**src/rtl/lrr_pkg.sv**
```systemverilog
`timescale 1ns/1ps
package lrr_pkg;
    // Cache geometry shared by all units
    localparam int unsigned WAY_W = 5;
    localparam int unsigned WAYS  = 1 << WAY_W;

    typedef logic [WAY_W-1:0] way_t;

    typedef struct packed {
        way_t lock_cnt;   // ways [0, lock_cnt) are pinned
        way_t rr_ptr;     // next rotation victim, always >= lock_cnt
    } set_state_t;

    typedef enum logic [1:0] {
        ALLOC_IDLE   = 2'd0,
        ALLOC_ROTATE = 2'd1,
        ALLOC_PIN    = 2'd2
    } alloc_kind_t;

    // Advance a rotation pointer, wrapping to the lock boundary
    function automatic way_t rotate_next(input way_t ptr, input way_t floor_way);
        way_t r;
        if (ptr == way_t'(WAYS - 1)) r = floor_way;
        else                         r = ptr + way_t'(1);
        return r;
    endfunction
endpackage

```
**src/rtl/lrr_index.sv**
```systemverilog
`timescale 1ns/1ps
module lrr_index #(
    parameter int unsigned ADDR_W     = 32,
    parameter int unsigned SETS       = 16,
    parameter int unsigned LINE_BYTES = 32,
    localparam int unsigned OFFS_W    = $clog2(LINE_BYTES),
    localparam int unsigned SET_W     = $clog2(SETS)
) (
    input  logic [ADDR_W-1:0] addr,
    output logic [SET_W-1:0]  set_idx
);
    logic unused_addr_bits;
    assign unused_addr_bits = ^{addr[ADDR_W-1:OFFS_W+SET_W], addr[OFFS_W-1:0]};
    assign set_idx = addr[OFFS_W +: SET_W];
endmodule

```
**src/rtl/lrr_policy.sv**
```systemverilog
`timescale 1ns/1ps
module lrr_policy
    import lrr_pkg::*;
#(
    parameter int unsigned LOCK_LIMIT = 28
) (
    input  set_state_t  cur,
    input  logic        alloc_en,
    input  logic        lock_mode,
    output way_t        victim,
    output alloc_kind_t kind,
    output set_state_t  nxt
);
    localparam way_t LIMIT = way_t'(LOCK_LIMIT);

    logic pin_ok;
    way_t grown;

    assign pin_ok = lock_mode && (cur.lock_cnt < LIMIT);
    assign grown  = cur.lock_cnt + way_t'(1);

    always_comb begin
        nxt = cur;
        if (!alloc_en) begin
            kind = ALLOC_IDLE;
        end else if (pin_ok) begin
            kind         = ALLOC_PIN;
            nxt.lock_cnt = grown;
            if (cur.rr_ptr < grown) nxt.rr_ptr = grown;
        end else begin
            kind       = ALLOC_ROTATE;
            nxt.rr_ptr = rotate_next(cur.rr_ptr, cur.lock_cnt);
        end
    end

    assign victim = pin_ok ? cur.lock_cnt : cur.rr_ptr;
endmodule

```
**src/rtl/lrr_state_bank.sv**
```systemverilog
`timescale 1ns/1ps
module lrr_state_bank
    import lrr_pkg::*;
#(
    parameter int unsigned SETS = 16,
    localparam int unsigned SET_W = $clog2(SETS)
) (
    input  logic             clk,
    input  logic             rst,
    input  logic [SET_W-1:0] idx,
    input  logic             wr_en,
    input  set_state_t       wr_state,
    input  logic             clear_locks,
    output set_state_t       rd_state
);
    set_state_t state_q [SETS];

    for (genvar s = 0; s < SETS; s++) begin : g_set
        logic hit;
        assign hit = wr_en && (idx == SET_W'(s));

        always_ff @(posedge clk) begin
            if (rst) begin
                state_q[s] <= '0;
            end else begin
                if (hit) state_q[s].rr_ptr <= wr_state.rr_ptr;
                if (clear_locks)  state_q[s].lock_cnt <= '0;
                else if (hit)     state_q[s].lock_cnt <= wr_state.lock_cnt;
            end
        end
    end

    assign rd_state = state_q[idx];
endmodule

```
**src/rtl/lockable_rr_victim.sv**
```systemverilog
`timescale 1ns/1ps
module lockable_rr_victim
    import lrr_pkg::*;
#(
    parameter int unsigned ADDR_W     = 32,
    parameter int unsigned SETS       = 16,
    parameter int unsigned LINE_BYTES = 32,
    parameter int unsigned LOCK_LIMIT = 28
) (
    input  logic              clk,
    input  logic              rst,
    input  logic [ADDR_W-1:0] alloc_addr,
    input  logic              alloc_en,
    input  logic              lock_mode,
    input  logic              unlock_all,
    output logic [WAY_W-1:0]  victim_way,
    output logic              victim_valid
);
    localparam int unsigned SET_W = $clog2(SETS);

    logic [SET_W-1:0] set_idx;
    set_state_t       cur_state;
    set_state_t       nxt_state;
    alloc_kind_t      kind;

    lrr_index #(
        .ADDR_W(ADDR_W), .SETS(SETS), .LINE_BYTES(LINE_BYTES)
    ) u_index (
        .addr(alloc_addr), .set_idx(set_idx)
    );

    lrr_state_bank #(.SETS(SETS)) u_bank (
        .clk(clk), .rst(rst), .idx(set_idx),
        .wr_en(kind != ALLOC_IDLE), .wr_state(nxt_state),
        .clear_locks(unlock_all), .rd_state(cur_state)
    );

    lrr_policy #(.LOCK_LIMIT(LOCK_LIMIT)) u_policy (
        .cur(cur_state), .alloc_en(alloc_en), .lock_mode(lock_mode),
        .victim(victim_way), .kind(kind), .nxt(nxt_state)
    );

    assign victim_valid = alloc_en;
endmodule

```
**config.mk**
```make
export PLATFORM = sky130hd
export DESIGN_NAME = lockable_rr_victim
export DESIGN_NICKNAME = d
export VERILOG_FILES = /design/src/rtl/lrr_pkg.sv /design/src/rtl/lrr_index.sv /design/src/rtl/lrr_policy.sv /design/src/rtl/lrr_state_bank.sv /design/src/rtl/lockable_rr_victim.sv
export SDC_FILE = /design/constraint.sdc
export NUM_CORES = 1
export LEC_CHECK = 0
export ABC_AREA = 0
export CAP_MARGIN = 20
export CORE_MARGIN = 3
export CORE_UTILIZATION = 54
export DETAILED_ROUTE_END_ITERATION = 16
export GPL_ROUTABILITY_DRIVEN = 0
export PLACE_DENSITY = 0.8
export REMOVE_ABC_BUFFERS = 1
export SYNTH_ARGS = -nofsm -noshare
export SYNTH_HDL_FRONTEND = slang
export SYNTH_SLANG_ARGS = --single-unit
export TNS_END_PERCENT = 50
```
**constraint.sdc**
```tcl
create_clock -name clk -period 10.9 [get_ports clk]
set_input_delay 3.27 -clock clk [delete_from_list [all_inputs] [get_ports clk]]
set_output_delay 3.27 -clock clk [all_outputs]
set_load 0.02 [all_outputs]
```
==> results.sh, run 1 <==
export IMPL_worstRegToRegCells=14
export IMPL_dr_pass1_iters=8
export IMPL_ys_types=69
export IMPL_worst_path_buf_inv=2
export IMPL_drt_total_wl_um=19500
export IMPL_post_route_period_util_pct=92.5
export IMPL_antenna_found_initial=0
export IMPL_regMostFlops="u_bank.state_q"
export IMPL_fin_ws_ns=0.822
export IMPL_cts_resized=0
export IMPL_postCtsHoldBufs=0
export IMPL_fp_dieH_um=130
export IMPL_maxSlewHeadroom_pct=26.2
export IMPL_ir_worst_vdd_v=0.000121
export IMPL_insertion_delay_ns=0.42
export IMPL_worstSetupPathType="in -> out"
export IMPL_areaGrowthSynthToFinish_pct=8.43
export IMPL_hp_class="reg -> reg"
export IMPL_cts_max_path_buffers=2
export IMPL_dp_slack_ns=0.877
export IMPL_synthFlopType="edfxtp_1"
export IMPL_final_nets=672
export IMPL_max_stage_delay_ns=1.04
export IMPL_final_cell_mix="edfxtp_1, nor2_1, nand2_1"
export IMPL_p_total_w=0.00147
export IMPL_finalHoldViolCount=0
export IMPL_avgViaCountPerCell=6.71
export IMPL_status="finished, final reports clean"
export IMPL_finalSetupTns_ns=0
export IMPL_critPathMaxFanout=13
export IMPL_crit_path_start_kind="input port"
export IMPL_synthArstFlopShare_pct=0
export IMPL_maxSlewViolCount=0
export IMPL_fin_skew_ns=0.00827
export IMPL_initial_core_util_pct=56.3
export IMPL_cts_tree="yes"
export IMPL_placementRows=44
export IMPL_yosysSeqAreaShare_pct=57.6
export IMPL_critPathCaptureType="output pin"
export IMPL_syn_area_per_cell_um2=13.2
export IMPL_num_vias=5538
export IMPL_setup_violations=0
export IMPL_synth_area_um2=8340
export IMPL_reg_top3="u_bank.state_q: 160 flops"
export IMPL_clk_pin_slew_ns=0.06
export IMPL_crit_arrival_ns=6.81
export IMPL_worst_pin_slew_ns=1.11
export IMPL_ys_seq_elements=160
export IMPL_slowest_stage="clkdlybuf4s50_1"
export IMPL_rsz0062_at_grt="no"
export IMPL_grt_overflow=0
export IMPL_layout_min_cycle_time_ns=10.08
export IMPL_hold_worst_slack_ns=1.23
export IMPL_cts_made_buffers=17
export IMPL_layout_commonest_cell="edfxtp_1"
export IMPL_grt_pass1_wl_um=30400
export IMPL_cp_depth=7
export IMPL_path_delay_family="buffers and inverters"
export IMPL_ys_warn_count=0
export IMPL_die_area_um2=17000
export IMPL_die_w_um=130
export IMPL_drcViolationCount=0
export IMPL_largest_reg_flops=160
export IMPL_fmax_mhz=99.2
export IMPL_post_cts_buffers=0
export IMPL_drtIter0Drc=759
export IMPL_worstPathCellList="clkdlybuf4s50_1, mux2i_1, a2bb2oi_1, a21oi_1, o41a_4, o21ai_0, clkdlybuf4s50_1"
export IMPL_whs_path_depth=7
export IMPL_grtUsageTotal_pct=24.0
export IMPL_core_area_um2=14800
export IMPL_synth_edf_count=160
export IMPL_required_ns=7.63
export IMPL_ant_nets=0
export IMPL_maxCapViolations=0
export IMPL_hpwl_um=13200
export IMPL_cp_common_cell="clkdlybuf4s50_1"
export IMPL_root_buffer="clkbuf_16"
export IMPL_p_leak_nw=3.28
export IMPL_p_per_area_nw_per_um2=163
export IMPL_grt_pass1_vias=5519
export IMPL_drt_wirelength_per_cell_um=23.6
export IMPL_io_pins=43
export IMPL_synthCells=630
export IMPL_cts_sinks=160
export IMPL_drive_gt1_share_pct=15.9
export IMPL_cts_max_level=4
export IMPL_grt_max_degree=37
export IMPL_place_port_buffers=14
export IMPL_antenna_cells=0
cell usage after synthesis (3+ instances only):
| cell type | instances | area [um2] |
|---|---|---|
| edfxtp_1 | 160 | 4800 |
| nor2_1 | 116 | 435 |
| nand2_1 | 39 | 146 |
| nor3_1 | 34 | 170 |
| mux4_1 | 24 | 631 |
| a21oi_1 | 20 | 100 |
| o21ai_0 | 16 | 80.1 |
| clkbuf_1 | 14 | 52.6 |
| mux2i_1 | 14 | 140 |
| mux4_2 | 14 | 315 |
| nand2b_1 | 14 | 87.6 |
| or2_2 | 14 | 87.6 |
| or3_1 | 13 | 81.3 |
| buf_2 | 12 | 60.1 |
| nor2_2 | 10 | 62.6 |
| buf_6 | 7 | 78.8 |
| ha_1 | 7 | 87.6 |
| nor2b_1 | 7 | 43.8 |
| buf_1 | 6 | 22.5 |
| nand3_1 | 6 | 30.0 |
| a22oi_1 | 5 | 37.5 |
| buf_4 | 5 | 37.5 |
| nand4_1 | 5 | 31.3 |
| a21o_1 | 4 | 30.0 |
| and4_1 | 4 | 35.0 |
| and3_1 | 3 | 18.8 |
| inv_1 | 3 | 11.3 |
| mux2_2 | 3 | 33.8 |
| nand3b_1 | 3 | 22.5 |
| xnor2_1 | 3 | 26.3 |
through the flow:
step                      util [%]  cell area (um2)  std cells
after detailed placement      57.3             8480        792
after CTS                     61.0             9030        824
final                         61.1             9040        825
after global routing          61.1             9040        825
after global placement        57.3             8480        792
after floorplan                  -             8050        584
tightest hold or removal path: cells and delay by family (launching register included):
kind	cells	cell delay, ns
DFF	1	0.32
and+or+nand+nor	3	0.31
AOI/OAI and AO/OA	3	0.24
muxes	1	0.23
layer usage:
metal | part of all wire (%) | GRT usage [%]
met1 | 38 | 31.3
met5 | 0 | 0
met2 | 51 | 40.1
met3 | 9.5 | 5.12
met4 | 1.9 | 8.44
final timing paths:
check                                      startpoint               endpoint  slack, ns
worst min register to register  u_bank.state_q[13][2]   u_bank.state_q[0][2]       1.23
worst min-delay path            u_bank.state_q[13][2]   u_bank.state_q[0][2]       1.23
worst max register to register   u_bank.state_q[5][5]  u_bank.state_q[15][2]       5.68
worst max-delay path                    alloc_addr[8]          victim_way[1]       0.82
where the power goes:
group          total (W)  switching, W  internal (W)
clock network   0.000556      0.000242      0.000314
registers       0.000710    0.00000761      0.000703
logic           0.000205      0.000139     0.0000661
total            0.00147      0.000389       0.00108
final cells by class:
cell class	count	area (um2)
inverter	5	18.8
clock inverter	13	115
fill	1061	5770
sequential	160	4800
timing repair buffer	25	216
multi-input combinational	419	3220
clock buffer	19	433
tap	184	230
cell families (layout without fill, tap and decap cells):
| group | count (synthesis) | in the layout | synth area share, % |
|---|---|---|---|
| muxes | 55 | 55 | 13.4 |
| DFF | 160 | 160 | 57.6 |
| buffers and inverters | 51 | 62 | 3.72 |
| AOI/OAI and AO/OA | 74 | 74 | 7.55 |
| adders and majority gates | 7 | 7 | 1.05 |
| xor gates and xnor gates | 5 | 5 | 0.615 |
| and+or+nand+nor | 278 | 278 | 16.0 |
(Power assumes the default switching activity.)
==> run 2: changes to the inputs <==
- ABC_AREA: 0 -> 1
- DONT_BUFFER_PORTS: not set -> 1
- PLACE_DENSITY: 0.8 -> 0.76
- TNS_END_PERCENT: 50 -> not set
==> results.sh, run 2 <==
export IMPL_seq_power_share_pct=49.8
export IMPL_cts_sinks=160
export IMPL_maxSlewHeadroom_pct=31.3
export IMPL_synth_top_area_share_pct=57.6
export IMPL_cp_common_cell="nand2_1"
export IMPL_num_fill_cells=1284
export IMPL_die_w_um=130
export IMPL_required_ns=7.63
export IMPL_grtUsageTotal_pct=23.9
export IMPL_initial_core_util_pct=56.3
export IMPL_whs_endpoint="u_bank.state_q[1][3]"
export IMPL_p_int_w=0.00107
export IMPL_maxSlewViolCount=0
export IMPL_place_port_buffers=0
export IMPL_p_sw_w=0.000355
export IMPL_critPathMaxFanout=29
export IMPL_grt_max_degree=58
export IMPL_worstRegToRegCells=19
export IMPL_drt_wirelength_per_cell_um=16.3
export IMPL_setup_violations=0
export IMPL_max_stage_delay_ns=0.69
export IMPL_hpwl_um=13200
export IMPL_post_route_period_util_pct=83.0
export IMPL_critPathCaptureType="output pin"
export IMPL_synthFlopType="edfxtp_1"
export IMPL_areaGrowthSynthToFinish_pct=6.44
export IMPL_ys_seq_elements=160
export IMPL_root_buffer="clkbuf_16"
export IMPL_grt_pass1_vias=6062
export IMPL_avgViaCountPerCell=5.40
export IMPL_worstPathCellList="inv_1, buf_4, nor2_2, nand2_1, nand4_1, nand2_1, nand2_1, clkinv_1, nand2_2, nand2_2, nand2_4, inv_2, o21ai_0"
export IMPL_fin_util_pct=59.9
export IMPL_die_area_um2=17000
export IMPL_worst_pin_slew_ns=1.03
export IMPL_postCtsHoldBufs=0
export IMPL_antenna_cells=0
export IMPL_synthTopCellsByCount="nand2_1, nor2_1, edfxtp_1"
export IMPL_antenna_found_initial=0
export IMPL_swShare_pct=24.9
export IMPL_maxCapViolations=0
export IMPL_syn_area_per_cell_um2=8.52
export IMPL_crit_path_start_kind="input port"
export IMPL_largest_reg_flops=160
export IMPL_status="finished, final reports clean"
export IMPL_p_per_area_nw_per_um2=161
export IMPL_drive_gt1_share_pct=7.61
export IMPL_finalSetupTns_ns=0
export IMPL_drtIter0Drc=566
export IMPL_fin_skew_ns=0.00489
export IMPL_cts_made_buffers=17
export IMPL_placementRows=44
export IMPL_worstSetupPathType="in -> out"
export IMPL_reg2reg_setup_slack_ns=7.25
export IMPL_synthTopCellsByArea="edfxtp_1, nand2_1, nor2_1"
export IMPL_cts_tree="yes"
export IMPL_timing_rr_end="u_bank.state_q[0][3]"
export IMPL_reg_top3="u_bank.state_q: 160 flops"
export IMPL_min_from="u_bank.state_q[1][3]"
export IMPL_hold_worst_slack_ns=1.19
export IMPL_regMostFlops="u_bank.state_q"
export IMPL_r2r_start="u_bank.state_q[13][6]"
export IMPL_synthArstFlopShare_pct=0
export IMPL_yosysSeqAreaShare_pct=57.6
export IMPL_ys_types=30
export IMPL_num_vias=6248
export IMPL_dr_pass1_iters=7
export IMPL_drt_total_wl_um=18900
export IMPL_clk_pin_slew_ns=0.06
export IMPL_ys_warn_count=0
export IMPL_yosysMostFrequentCell="nand2_1"
export IMPL_synthCells=978
export IMPL_io_pins=43
export IMPL_finalHoldViolCount=0
export IMPL_ir_worst_vdd_v=0.0000927
export IMPL_core_area_um2=14800
export IMPL_final_cell_mix="nand2_1, nor2_1, edfxtp_1"
export IMPL_fp_dieH_um=130
export IMPL_crit_arrival_ns=5.78
export IMPL_layout_min_cycle_time_ns=9.05
export IMPL_rsz0062_at_grt="no"
export IMPL_cts_resized=0
export IMPL_slowest_stage="nor2_2"
export IMPL_synth_top_area_cell="edfxtp_1"
export IMPL_cts_max_level=4
export IMPL_grt_overflow=0
export IMPL_p_leak_nw=3.72
export IMPL_power_frac_comb_pct=11.3
export IMPL_synth_area_um2=8340
export IMPL_whs_path_depth=8
export IMPL_hp_class="reg -> reg"
export IMPL_fmax_mhz=110
export IMPL_ant_nets=0
export IMPL_p_total_w=0.00143
export IMPL_layout_commonest_cell="nand2_1"
export IMPL_clkPwrFrac_pct=39.0
export IMPL_insertion_delay_ns=0.42
export IMPL_synth_edf_count=160
export IMPL_drcViolationCount=0
export IMPL_final_nets=1004
export IMPL_cts_max_path_buffers=2
export IMPL_post_cts_buffers=0
export IMPL_grt_pass1_wl_um=30500
run 2: cell type report:
class	instances	area, um2	share of cell area (%)
clock buffers	18	429	4.84
clock inverters	14	124	1.40
inverters	58	218	2.45
multi-input cells	720	3050	34.3
flip-flops and latches	160	4800	54.1
well taps	184	230	2.59
repair buffers	3	22.5	0.254
run 2: worst max-delay path, delay by kind of cell:
| family | cells | cell delay (ns) |
|---|---|---|
| buffers and inverters | 4 | 0.44 |
| AND/OR/NAND/NOR | 8 | 1.52 |
| AO/OA/AOI/OAI | 1 | 0.52 |
run 2: metrics by stage:
stage,setup WS (ns),cells,area (um2)
detailed placement,1.89,1125,8320
floorplan,2.42,938,8070
CTS,1.88,1157,8870
global route,1.66,1157,8870
finish,1.85,1157,8870
global placement,1.92,1125,8320
run 2: worst max path at each step:
stage                        startpoint             to  slack (ns)  depth (start not counted)
final                     alloc_addr[6]  victim_way[1]        1.85                         13
after global routing      alloc_addr[6]  victim_way[1]        1.66                         13
after CTS                 alloc_addr[6]  victim_way[1]        1.88                         13
after detailed placement  alloc_addr[6]  victim_way[1]        1.89                         13
after global placement    alloc_addr[6]  victim_way[1]        1.92                         13
after floorplan           alloc_addr[6]  victim_way[1]        2.42                         12
run 2: cell families (layout without fill, tap and decap cells):
kind of cell	Yosys count	after routing	synth area share (%)
AOI/OAI and AO/OA	31	31	2.36
DFF	160	160	57.6
and+or+nand+nor	680	680	32.7
xor gates and xnor gates	2	2	0.435
adders and majority gates	7	7	1.05
buffers and inverters	98	93	5.84
run 2: power by group through the flow:
stage	Combinational [W]	Clock [W]	Sequential, W
floorplan	0.000113	0	0.000720
global placement	0.000156	0	0.000721
detailed placement	0.000159	0	0.000722
CTS	0.000160	0.000558	0.000710
global route	0.000178	0.000586	0.000711
finish	0.000161	0.000555	0.000709
run 2: per-layer routing:
layer	track usage [%]	up-vias	routed length, um
met5	0	-	0
met4	8.31	0	320
met3	4.38	29	1260
met2	41.0	209	9450
met1	30.6	2937	7880
li1	-	3073	-
==> run 3: changes to the inputs <==
- PLACE_DENSITY: 0.76 -> 0.79
- clock period: 10.9 -> 7.4 ns (I/O delays scaled with it)
==> results.sh, run 3 (synthesized netlist as in run 2, its figures left out) <==
export IMPL_antenna_cells=0
export IMPL_worstRegToRegCells=17
export IMPL_root_buffer="clkbuf_16"
export IMPL_fmax_mhz=153
export IMPL_cp_depth=13
export IMPL_hp_class="reg -> reg"
export IMPL_num_vias=6408
export IMPL_ir_worst_vdd_v=0.000147
export IMPL_drtIter0Drc=844
export IMPL_final_nets=1011
export IMPL_status="finished, final reports clean"
export IMPL_largest_reg_flops=160
export IMPL_cts_made_buffers=17
export IMPL_maxSlewHeadroom_pct=35.8
export IMPL_cts_sinks=160
export IMPL_fin_skew_ns=0.00612
export IMPL_finalSetupTns_ns=0
export IMPL_drt_wirelength_per_cell_um=16.6
export IMPL_worst_path_buf_inv=2
export IMPL_ant_nets=0
export IMPL_hpwl_um=13300
export IMPL_post_cts_buffers=0
export IMPL_p_leak_nw=3.78
export IMPL_grtUsageTotal_pct=24.0
export IMPL_fin_util_pct=60.7
export IMPL_worst_pin_slew_ns=0.960
export IMPL_grt_pass1_wl_um=30900
export IMPL_areaGrowthSynthToFinish_pct=7.83
export IMPL_antenna_found_initial=0
export IMPL_postCtsHoldBufs=0
export IMPL_final_cell_area_um2=8990
export IMPL_drt_total_wl_um=19300
export IMPL_dpl_instance_area_um2=8370
export IMPL_grt_overflow=0
export IMPL_worstSetupPathType="in -> out"
export IMPL_layout_commonest_cell="nand2_1"
export IMPL_required_ns=5.18
export IMPL_p_per_area_nw_per_um2=244
export IMPL_avgViaCountPerCell=5.51
export IMPL_dr_pass1_iters=6
export IMPL_max_stage_delay_ns=0.55
export IMPL_rsz0062_at_grt="no"
export IMPL_critPathMaxFanout=57
export IMPL_num_fill_cells=1200
export IMPL_crit_arrival_ns=4.31
export IMPL_cts_max_level=4
export IMPL_placementRows=44
export IMPL_grt_max_degree=58
export IMPL_fp_dieH_um=130
export IMPL_grt_pass1_vias=5985
export IMPL_multi_input_comb_area_um2=3050
export IMPL_cts_tree="yes"
export IMPL_worstPathCellList="inv_2, buf_4, nand2_1, nand2_1, nand2_1, nand2_1, nand2_1, nand2_1, nor2_2, nor2_2, nand2_2, nand2_4, o21ai_0"
export IMPL_io_pins=43
export IMPL_core_area_um2=14800
export IMPL_insertion_delay_ns=0.42
export IMPL_whs_path_depth=8
export IMPL_drcViolationCount=0
export IMPL_final_cell_mix="nand2_1, nor2_1, edfxtp_1"
export IMPL_drive_gt1_share_pct=8.47
export IMPL_finalHoldViolCount=0
export IMPL_maxCapViolations=0
export IMPL_maxSlewViolCount=0
export IMPL_place_port_buffers=0
export IMPL_post_route_period_util_pct=88.3
export IMPL_fin_ws_ns=0.867
export IMPL_layout_min_cycle_time_ns=6.53
export IMPL_critPathCaptureType="output pin"
export IMPL_crit_path_start_kind="input port"
export IMPL_initial_core_util_pct=56.3
export IMPL_reg_top3="u_bank.state_q: 160 flops"
export IMPL_regMostFlops="u_bank.state_q"
export IMPL_hold_worst_slack_ns=1.22
export IMPL_path_delay_family="simple AND/OR/NAND/NOR gates"
export IMPL_slowest_stage="o21ai_0"
export IMPL_clk_pin_slew_ns=0.06
export IMPL_cp_common_cell="nand2_1"
export IMPL_dp_slack_ns=0.978
export IMPL_setup_violations=0
export IMPL_cts_resized=0
export IMPL_ff_latch_area_um2=4800
export IMPL_cts_max_path_buffers=2
export IMPL_die_w_um=130
export IMPL_die_area_um2=17000
## run 3: cell types whose count changed in the layout (fill, tap and decap cells not counted)
cell	delta
buf_4	+7
inv_6	+3
clkinv_1	-2
bufinv_16	+2
clkinv_2	-3
## run 3: area by class of cell
cell class	count	area share, %
Inverter	58	2.42
Multi-Input combinational cell	720	33.9
Tap cell	184	2.56
Clock inverter	14	2.09
Sequential cell	160	53.4
Clock buffer	18	4.77
Timing Repair Buffer	10	0.835
## run 3: final timing paths
kind	end	slack [ns]	start
worst min-delay path	u_bank.state_q[3][3]	1.22	u_bank.state_q[6][3]
worst max-delay path	victim_way[2]	0.87	alloc_addr[5]
worst max register to register	u_bank.state_q[11][0]	3.78	u_bank.state_q[9][6]
worst min register to register	u_bank.state_q[3][3]	1.22	u_bank.state_q[6][3]
## run 3: report_power, final
part / switching, W / total, W / internal [W]
Sequential: 0.0000107 / 0.00105 / 0.00103
Clock: 0.000344 / 0.000908 / 0.000564
Combinational: 0.000185 / 0.000244 / 0.0000589
Total: 0.000539 / 0.00220 / 0.00166
## run 3: worst reg2reg max path, cell delays in order, from the launching register on
cell,delay (ns)
edfxtp_1,0.39
nand2_1,0.09
nand2_1,0.07
nand2_1,0.06
nand2_1,0.05
nand2_1,0.10
nand4_2,0.25
ha_1,0.33
xor2_1,0.30
ha_1,0.31
a21oi_1,0.16
nor2_1,0.06
a211oi_1,0.31
nand2_4,0.12
o21ai_1,0.17
o21ai_2,0.07
nand2_2,0.42
nor2_1,0.10
## run 3: layer usage
metal / GRT usage [%] / up-vias / routed length, um
met2: 38.9 / 300 / 9220
met4: 9.11 / 0 / 386
met5: 0 / - / 0
met3: 3.68 / 38 / 1700
li1: - / 3082 / -
met1: 32.8 / 2988 / 7970
## run 3: metrics by stage
step | cells | total power, W
final | 1164 | 0.00220
after global routing | 1164 | 0.00227
after CTS | 1164 | 0.00220
after detailed placement | 1132 | 0.00130
after global placement | 1132 | 0.00130
after floorplan | 938 | 0.00123
